**config.mk**
```make
export PLATFORM = sky130hd
export DESIGN_NAME = pattern_clk_gen
export DESIGN_NICKNAME = d
export VERILOG_FILES = /design/src/rtl/pcg_pkg.sv /design/src/rtl/pcg_cfg_bank.sv /design/src/rtl/pcg_engine.sv /design/src/rtl/pattern_clk_gen.sv
export SDC_FILE = /design/constraint.sdc
export NUM_CORES = 1
export LEC_CHECK = 0
export ABC_CLOCK_PERIOD_IN_PS = 2570
export CAP_MARGIN = 20
export CORE_AREA = 2 2 77 79
export CTS_BUF_LIST = sky130_fd_sc_hd__clkbuf_16
export CTS_CLUSTER_SIZE = 25
export DETAILED_ROUTE_END_ITERATION = 12
export DIE_AREA = 0 0 79 81
export PLACE_DENSITY = 0.81
export SLEW_MARGIN = 0
export SYNTH_ARGS = -nofsm -noshare
export SYNTH_HDL_FRONTEND = slang
export SYNTH_SLANG_ARGS = --single-unit
```
**constraint.sdc**
```tcl
create_clock -name clk -period 2.57 [get_ports clk]
set_input_delay 0.6425 -clock clk [delete_from_list [all_inputs] [get_ports clk]]
set_output_delay 0.6425 -clock clk [all_outputs]
set_load 0.1 [all_outputs]
```
**src/rtl/pcg_pkg.sv**
```systemverilog
package pcg_pkg;

    // Write target selector encoding
    typedef enum logic [1:0] {
        SEL_PAT_LO = 2'd0,
        SEL_PAT_HI = 2'd1,
        SEL_LIMIT  = 2'd2,
        SEL_NONE   = 2'd3
    } pcg_sel_e;

    // Generator run state
    typedef enum logic {
        GEN_IDLE = 1'b0,
        GEN_RUN  = 1'b1
    } pcg_state_e;

    // Bound a requested limit to the last valid pattern position
    function automatic int unsigned clamp_limit(int unsigned req, int unsigned pat_w);
        return (req > pat_w - 1) ? pat_w - 1 : req;
    endfunction

endpackage

```
**src/rtl/pcg_cfg_bank.sv**
```systemverilog
module pcg_cfg_bank
    import pcg_pkg::*;
#(
    parameter int unsigned PAT_W   = 32,
    parameter int unsigned HALF_W  = 16,
    parameter int unsigned LIM_W   = 5,
    parameter logic [PAT_W-1:0] DEF_PAT = 32'h5555_5555,
    parameter logic [LIM_W-1:0] DEF_LIM = 5'd31
) (
    input  logic              clk,
    input  logic              rst,
    input  logic              wr_en,
    input  logic [1:0]        wr_sel,
    input  logic [HALF_W-1:0] wr_data,
    output logic [PAT_W-1:0]  stg_pat,
    output logic [LIM_W-1:0]  stg_lim
);
    localparam int unsigned NHALF = PAT_W / HALF_W;

    pcg_sel_e sel;
    assign sel = pcg_sel_e'(wr_sel);

    // One staging slice per pattern half
    for (genvar h = 0; h < NHALF; h++) begin : g_half
        logic hit;
        assign hit = wr_en && (int'(sel) == h) && (sel != SEL_LIMIT) && (sel != SEL_NONE);
        always_ff @(posedge clk) begin
            if (rst) begin
                stg_pat[h*HALF_W +: HALF_W] <= DEF_PAT[h*HALF_W +: HALF_W];
            end else if (hit) begin
                stg_pat[h*HALF_W +: HALF_W] <= wr_data;
            end
        end
    end

    always_ff @(posedge clk) begin
        if (rst) begin
            stg_lim <= DEF_LIM;
        end else if (wr_en && sel == SEL_LIMIT) begin
            stg_lim <= wr_data[LIM_W-1:0];
        end
    end

endmodule

```
**src/rtl/pcg_engine.sv**
```systemverilog
module pcg_engine
    import pcg_pkg::*;
#(
    parameter int unsigned PAT_W = 32,
    parameter int unsigned LIM_W = 5
) (
    input  logic             clk,
    input  logic             rst,
    input  logic             start,
    input  logic             stop,
    input  logic [PAT_W-1:0] stg_pat,
    input  logic [LIM_W-1:0] stg_lim,
    output logic             pat_out,
    output logic             running,
    output logic [LIM_W-1:0] idx,
    output logic [LIM_W-1:0] act_lim,
    output logic [PAT_W-1:0] act_pat
);
    localparam logic [LIM_W-1:0] LAST = LIM_W'(PAT_W - 1);

    pcg_state_e       state;
    logic [LIM_W-1:0] lim_in;
    logic [LIM_W-1:0] idx_nxt;
    logic             cur_bit;

    assign lim_in  = LIM_W'(clamp_limit(int'(stg_lim), PAT_W));
    assign idx_nxt = (idx == act_lim || idx == LAST) ? '0 : idx + 1'b1;
    assign cur_bit = act_pat[idx];
    assign running = (state == GEN_RUN);

    always_ff @(posedge clk) begin
        if (rst) begin
            state   <= GEN_IDLE;
            idx     <= '0;
            act_pat <= '0;
            act_lim <= '0;
            pat_out <= 1'b0;
        end else if (start) begin
            state   <= GEN_RUN;
            idx     <= '0;
            act_pat <= stg_pat;
            act_lim <= lim_in;
            pat_out <= 1'b0;
        end else if (stop) begin
            state   <= GEN_IDLE;
            idx     <= '0;
            pat_out <= 1'b0;
        end else if (state == GEN_RUN) begin
            pat_out <= cur_bit;
            idx     <= idx_nxt;
        end else begin
            pat_out <= 1'b0;
        end
    end

endmodule

```
**src/rtl/pattern_clk_gen.sv**
```systemverilog
module pattern_clk_gen
    import pcg_pkg::*;
#(
    parameter int unsigned PAT_W  = 32,
    parameter int unsigned HALF_W = PAT_W / 2,
    parameter logic [PAT_W-1:0] DEF_PAT = 32'h5555_5555
) (
    input  logic              clk,
    input  logic              rst,
    input  logic              wr_en,
    input  logic [1:0]        wr_sel,
    input  logic [HALF_W-1:0] wr_data,
    input  logic              start,
    input  logic              stop,
    output logic              pat_out
);
    localparam int unsigned LIM_W = $clog2(PAT_W);
    localparam logic [LIM_W-1:0] DEF_LIM = LIM_W'(PAT_W - 1);

    logic [PAT_W-1:0] stg_pat;
    logic [LIM_W-1:0] stg_lim;
    logic [PAT_W-1:0] act_pat;
    logic [LIM_W-1:0] act_lim;
    logic [LIM_W-1:0] idx;
    logic             running;

    pcg_cfg_bank #(
        .PAT_W(PAT_W), .HALF_W(HALF_W), .LIM_W(LIM_W),
        .DEF_PAT(DEF_PAT), .DEF_LIM(DEF_LIM)
    ) u_cfg (
        .clk(clk), .rst(rst), .wr_en(wr_en), .wr_sel(wr_sel),
        .wr_data(wr_data), .stg_pat(stg_pat), .stg_lim(stg_lim)
    );

    pcg_engine #(.PAT_W(PAT_W), .LIM_W(LIM_W)) u_eng (
        .clk(clk), .rst(rst), .start(start), .stop(stop),
        .stg_pat(stg_pat), .stg_lim(stg_lim), .pat_out(pat_out),
        .running(running), .idx(idx), .act_lim(act_lim), .act_pat(act_pat)
    );

endmodule

```
==> metrics.md <==
| Metric | Value |
|---|---|
| Status | `finished clean` |
| CP Launch Type | `register` |
| Area of the core | `0.00568 sq mm` |
| Dpl cells | `419` |
| Dpl cell area | `0.00355 sq mm` |
| Post-CTS Setup Repair Bufs | `0` |
| Cts repair resizes | `0` |
| Routability cong. | `0.769` |
| Total track usage | `0.230` |
| Worst-Margin Slew | `0.708 ns` |
| Avg Cell Area, Syn | `9.82 sq um` |
| Final core occ | `0.675` |
| Vias in the first global route | `2354` |
| Most frequent cells in the layout | `dfxtp_1 (81), nand2_1 (65), nor2_1 (45), mux2i_1 (42), clkdlybuf4s50_1 (20)` |
| 1st-pass router iterations | `4` |
| Die height | `81 um` |
| #FFs+latches synth | `81` |
| Clk sink count | `81` |
| Commonest non-fill, non-tap cell in the layout | `dfxtp_1` |
| Avg WL per Cell | `15.7 um` |
| Ports | `24` |
| Worst-skew pair later-pin latency | `0.33 ns` |
| Overflow after GRT | `0` |
| Post-DP HPWL | `4390 um` |
| Cell Area, Synth | `0.00331 sq mm` |
| Pre-CTS setup slack | `0.386 ns` |
| TritonCTS clock tree | `yes` |
| Slew Viols, Final | `0` |
| PD cells | `723 mW/mm^2` |
| Reg power frac | `0.488` |
| RSZ-0062 raised after global routing | `false` |
| CTS Buffer Depth | `2` |
| Design area | `0.00383 sq mm` |
| Final period util | `0.793` |
| Root buffer cell | `clkbuf_16` |
| Total die area | `0.00640 sq mm` |
| Final Setup Violations | `0` |
| Switching share of power | `0.219` |
| VDD IR max | `0.553 mV` |
| CP max-delay cell | `dfxtp_1` |
| Initial core utilization | `0.583` |
| Area grow syn2layout | `15.8%` |
| Internal power | `2.16 mW` |
| Final antenna-violating net count | `0` |
| Fmax | `0.491 GHz` |
| Crit Reg-Reg Endpoint | `u_eng.pat_out` |
| Yosys warnings | `0` |
| # hold bufs at CTS | `0` |
| Combinational share of power | `0.082` |
| Cells after Synth | `337` |
| CP Class | `reg -> reg` |
| Cell breakdown of the critical path | `mux4_1 -> mux2i_1 -> mux4_2 -> nor4_2` |
| Setup slack after layout | `0.533 ns` |
| Sw Pwr | `608 uW` |
| First-pass GRT wire length | `11200 um` |
| Register area share after synthesis | `0.490` |
| Worst Hold End | `u_cfg.stg_pat[25]` |
| Routed WL | `6820 um` |
| Max cap viols | `0` |
| Via Count | `2406` |
| Reg2Reg Depth | `4` |
| Fillers | `449` |
| Clk pwr share | `0.430` |
| DRT iter0 DRCs | `145` |
| Clock transition at the registers of the reported paths | `0.06 ns` |
| Overall Power | `2.77 mW` |
| Rows | `28` |
| Unique masters post-synth | `29` |
| Share of post-route cells with drive strength above 1 | `0.0752` |
| Drt drc | `0` |
| Critical path data required time | `2.78 ns` |
| Antenna violations before repair | `0` |
| Largest net degree at the start of global routing | `76` |
| Fin nets | `380` |
| CTS H-tree depth | `3` |
| Finished Layout Cells | `434` |
| Port bufs | `23` |
| Diodes inserted | `0` |
| Max incr delay on CP | `0.77 ns` |
| Vias per inst | `5.54` |
| Minimum clock period after layout | `2.04 ns` |
| R2R setup slack | `0.53 ns` |
| Slew HR | `0.528` |
| Worst-path maximum fanout | `12` |
| Hold Crit Depth | `2` |
| TritonCTS Buffers | `9` |
| CP Capture Type | `register` |
| Syn nets | `362` |
| Static Leak | `1.64 nW` |
| Worst Hold Class | `reg -> reg` |
| Die width | `79 um` |
| Final-report hold violation count | `0` |
| Final Skew | `0.00338 ns` |
| WHS | `0.453 ns` |
| Setup_tns | `0 ns` |
| Origin of the critical flop-to-flop path | `u_eng.idx[0]` |
| HP Start | `u_cfg.stg_pat[25]` |
| Arrival time worst endpoint | `2.25 ns` |
critical path: cells and delay by family (launching register included):
family,cells,cell delay (ns)
multiplexers,3,1.10
flip-flops,1,0.77
AND/OR/NAND/NOR,1,0.04
worst max path at each step:
stage | from | endpoint | slack (ns) | cells past startpoint
floorplan | wr_sel[1] | u_cfg.stg_pat[0] | 0.86 | 5
global placement | wr_en | u_cfg.stg_pat[13] | 0.45 | 4
detailed placement | wr_en | u_cfg.stg_pat[15] | 0.39 | 4
CTS | u_eng.idx[0] | u_eng.pat_out | 0.52 | 4
global route | u_eng.idx[0] | u_eng.pat_out | 0.42 | 4
finish | u_eng.idx[0] | u_eng.pat_out | 0.53 | 4
Yosys cell counts, drive strengths merged:
cell type,n,share of area
dfxtp,81,0.49
ha,2,0.0076
clkbuf,16,0.024
a211oi,5,0.011
and3b,1,0.0026
or3b,1,0.0026
nor2,45,0.051
xor2,5,0.013
nor3,1,0.0015
and3,1,0.0019
or3,1,0.0019
nor3b,1,0.0038
nand4,1,0.0019
nand3,1,0.0015
nand3b,18,0.041
xnor2,3,0.0079
nand2,65,0.074
a21oi,17,0.026
mux2i,42,0.13
nor4,1,0.0038
mux4,9,0.070
buf,7,0.011
a211o,5,0.013
inv,7,0.0079
a31o,1,0.0026
power by group through the flow:
stage / registers, mW / clock network, mW / logic [mW]
2_1_floorplan: 1.36 / 0 / 0.156
3_3_place_gp: 1.38 / 0 / 0.217
3_5_place_dp: 1.38 / 0 / 0.224
4_1_cts: 1.35 / 1.21 / 0.227
5_1_grt: 1.36 / 1.26 / 0.250
6_report: 1.35 / 1.19 / 0.227
layer usage:
metal,vias up,routed length [um],track usage
li1,1186,-,-
met1,1156,3110,0.290
met2,54,3300,0.383
met3,10,270,0.0533
met4,0,131,0.0931
met5,-,0,0
flip-flops by register name, indices dropped and copies added (netlist names):
signal and cells:
u_eng.idx 5, u_eng.pat_out 1, u_eng.act_pat 32, u_eng.running 1, u_cfg.stg_pat 32, u_eng.act_lim 5, u_cfg.stg_lim 5
layout make-up:
class / count / area (sq um) / share of cell area
clock inverter: 6 / 51.3 / 0.0134
multi-input combinational: 226 / 1540 / 0.403
clock buffer: 9 / 225 / 0.0588
inverter: 7 / 26.3 / 0.00686
sequential: 81 / 1620 / 0.423
timing repair buffer: 30 / 270 / 0.0705
tap: 75 / 93.8 / 0.0245
logic make-up after synthesis:
kind of cell / Yosys count / synth area share
AND/OR/NAND/NOR: 137 / 0.187
flip-flops: 81 / 0.490
multiplexers: 51 / 0.197
buffers and inverters: 30 / 0.0435
AO/OA/AOI/OAI: 28 / 0.0530
XOR/XNOR: 8 / 0.0212
adder cells (fa/ha/maj): 2 / 0.00756
(Power assumes the default switching activity.)
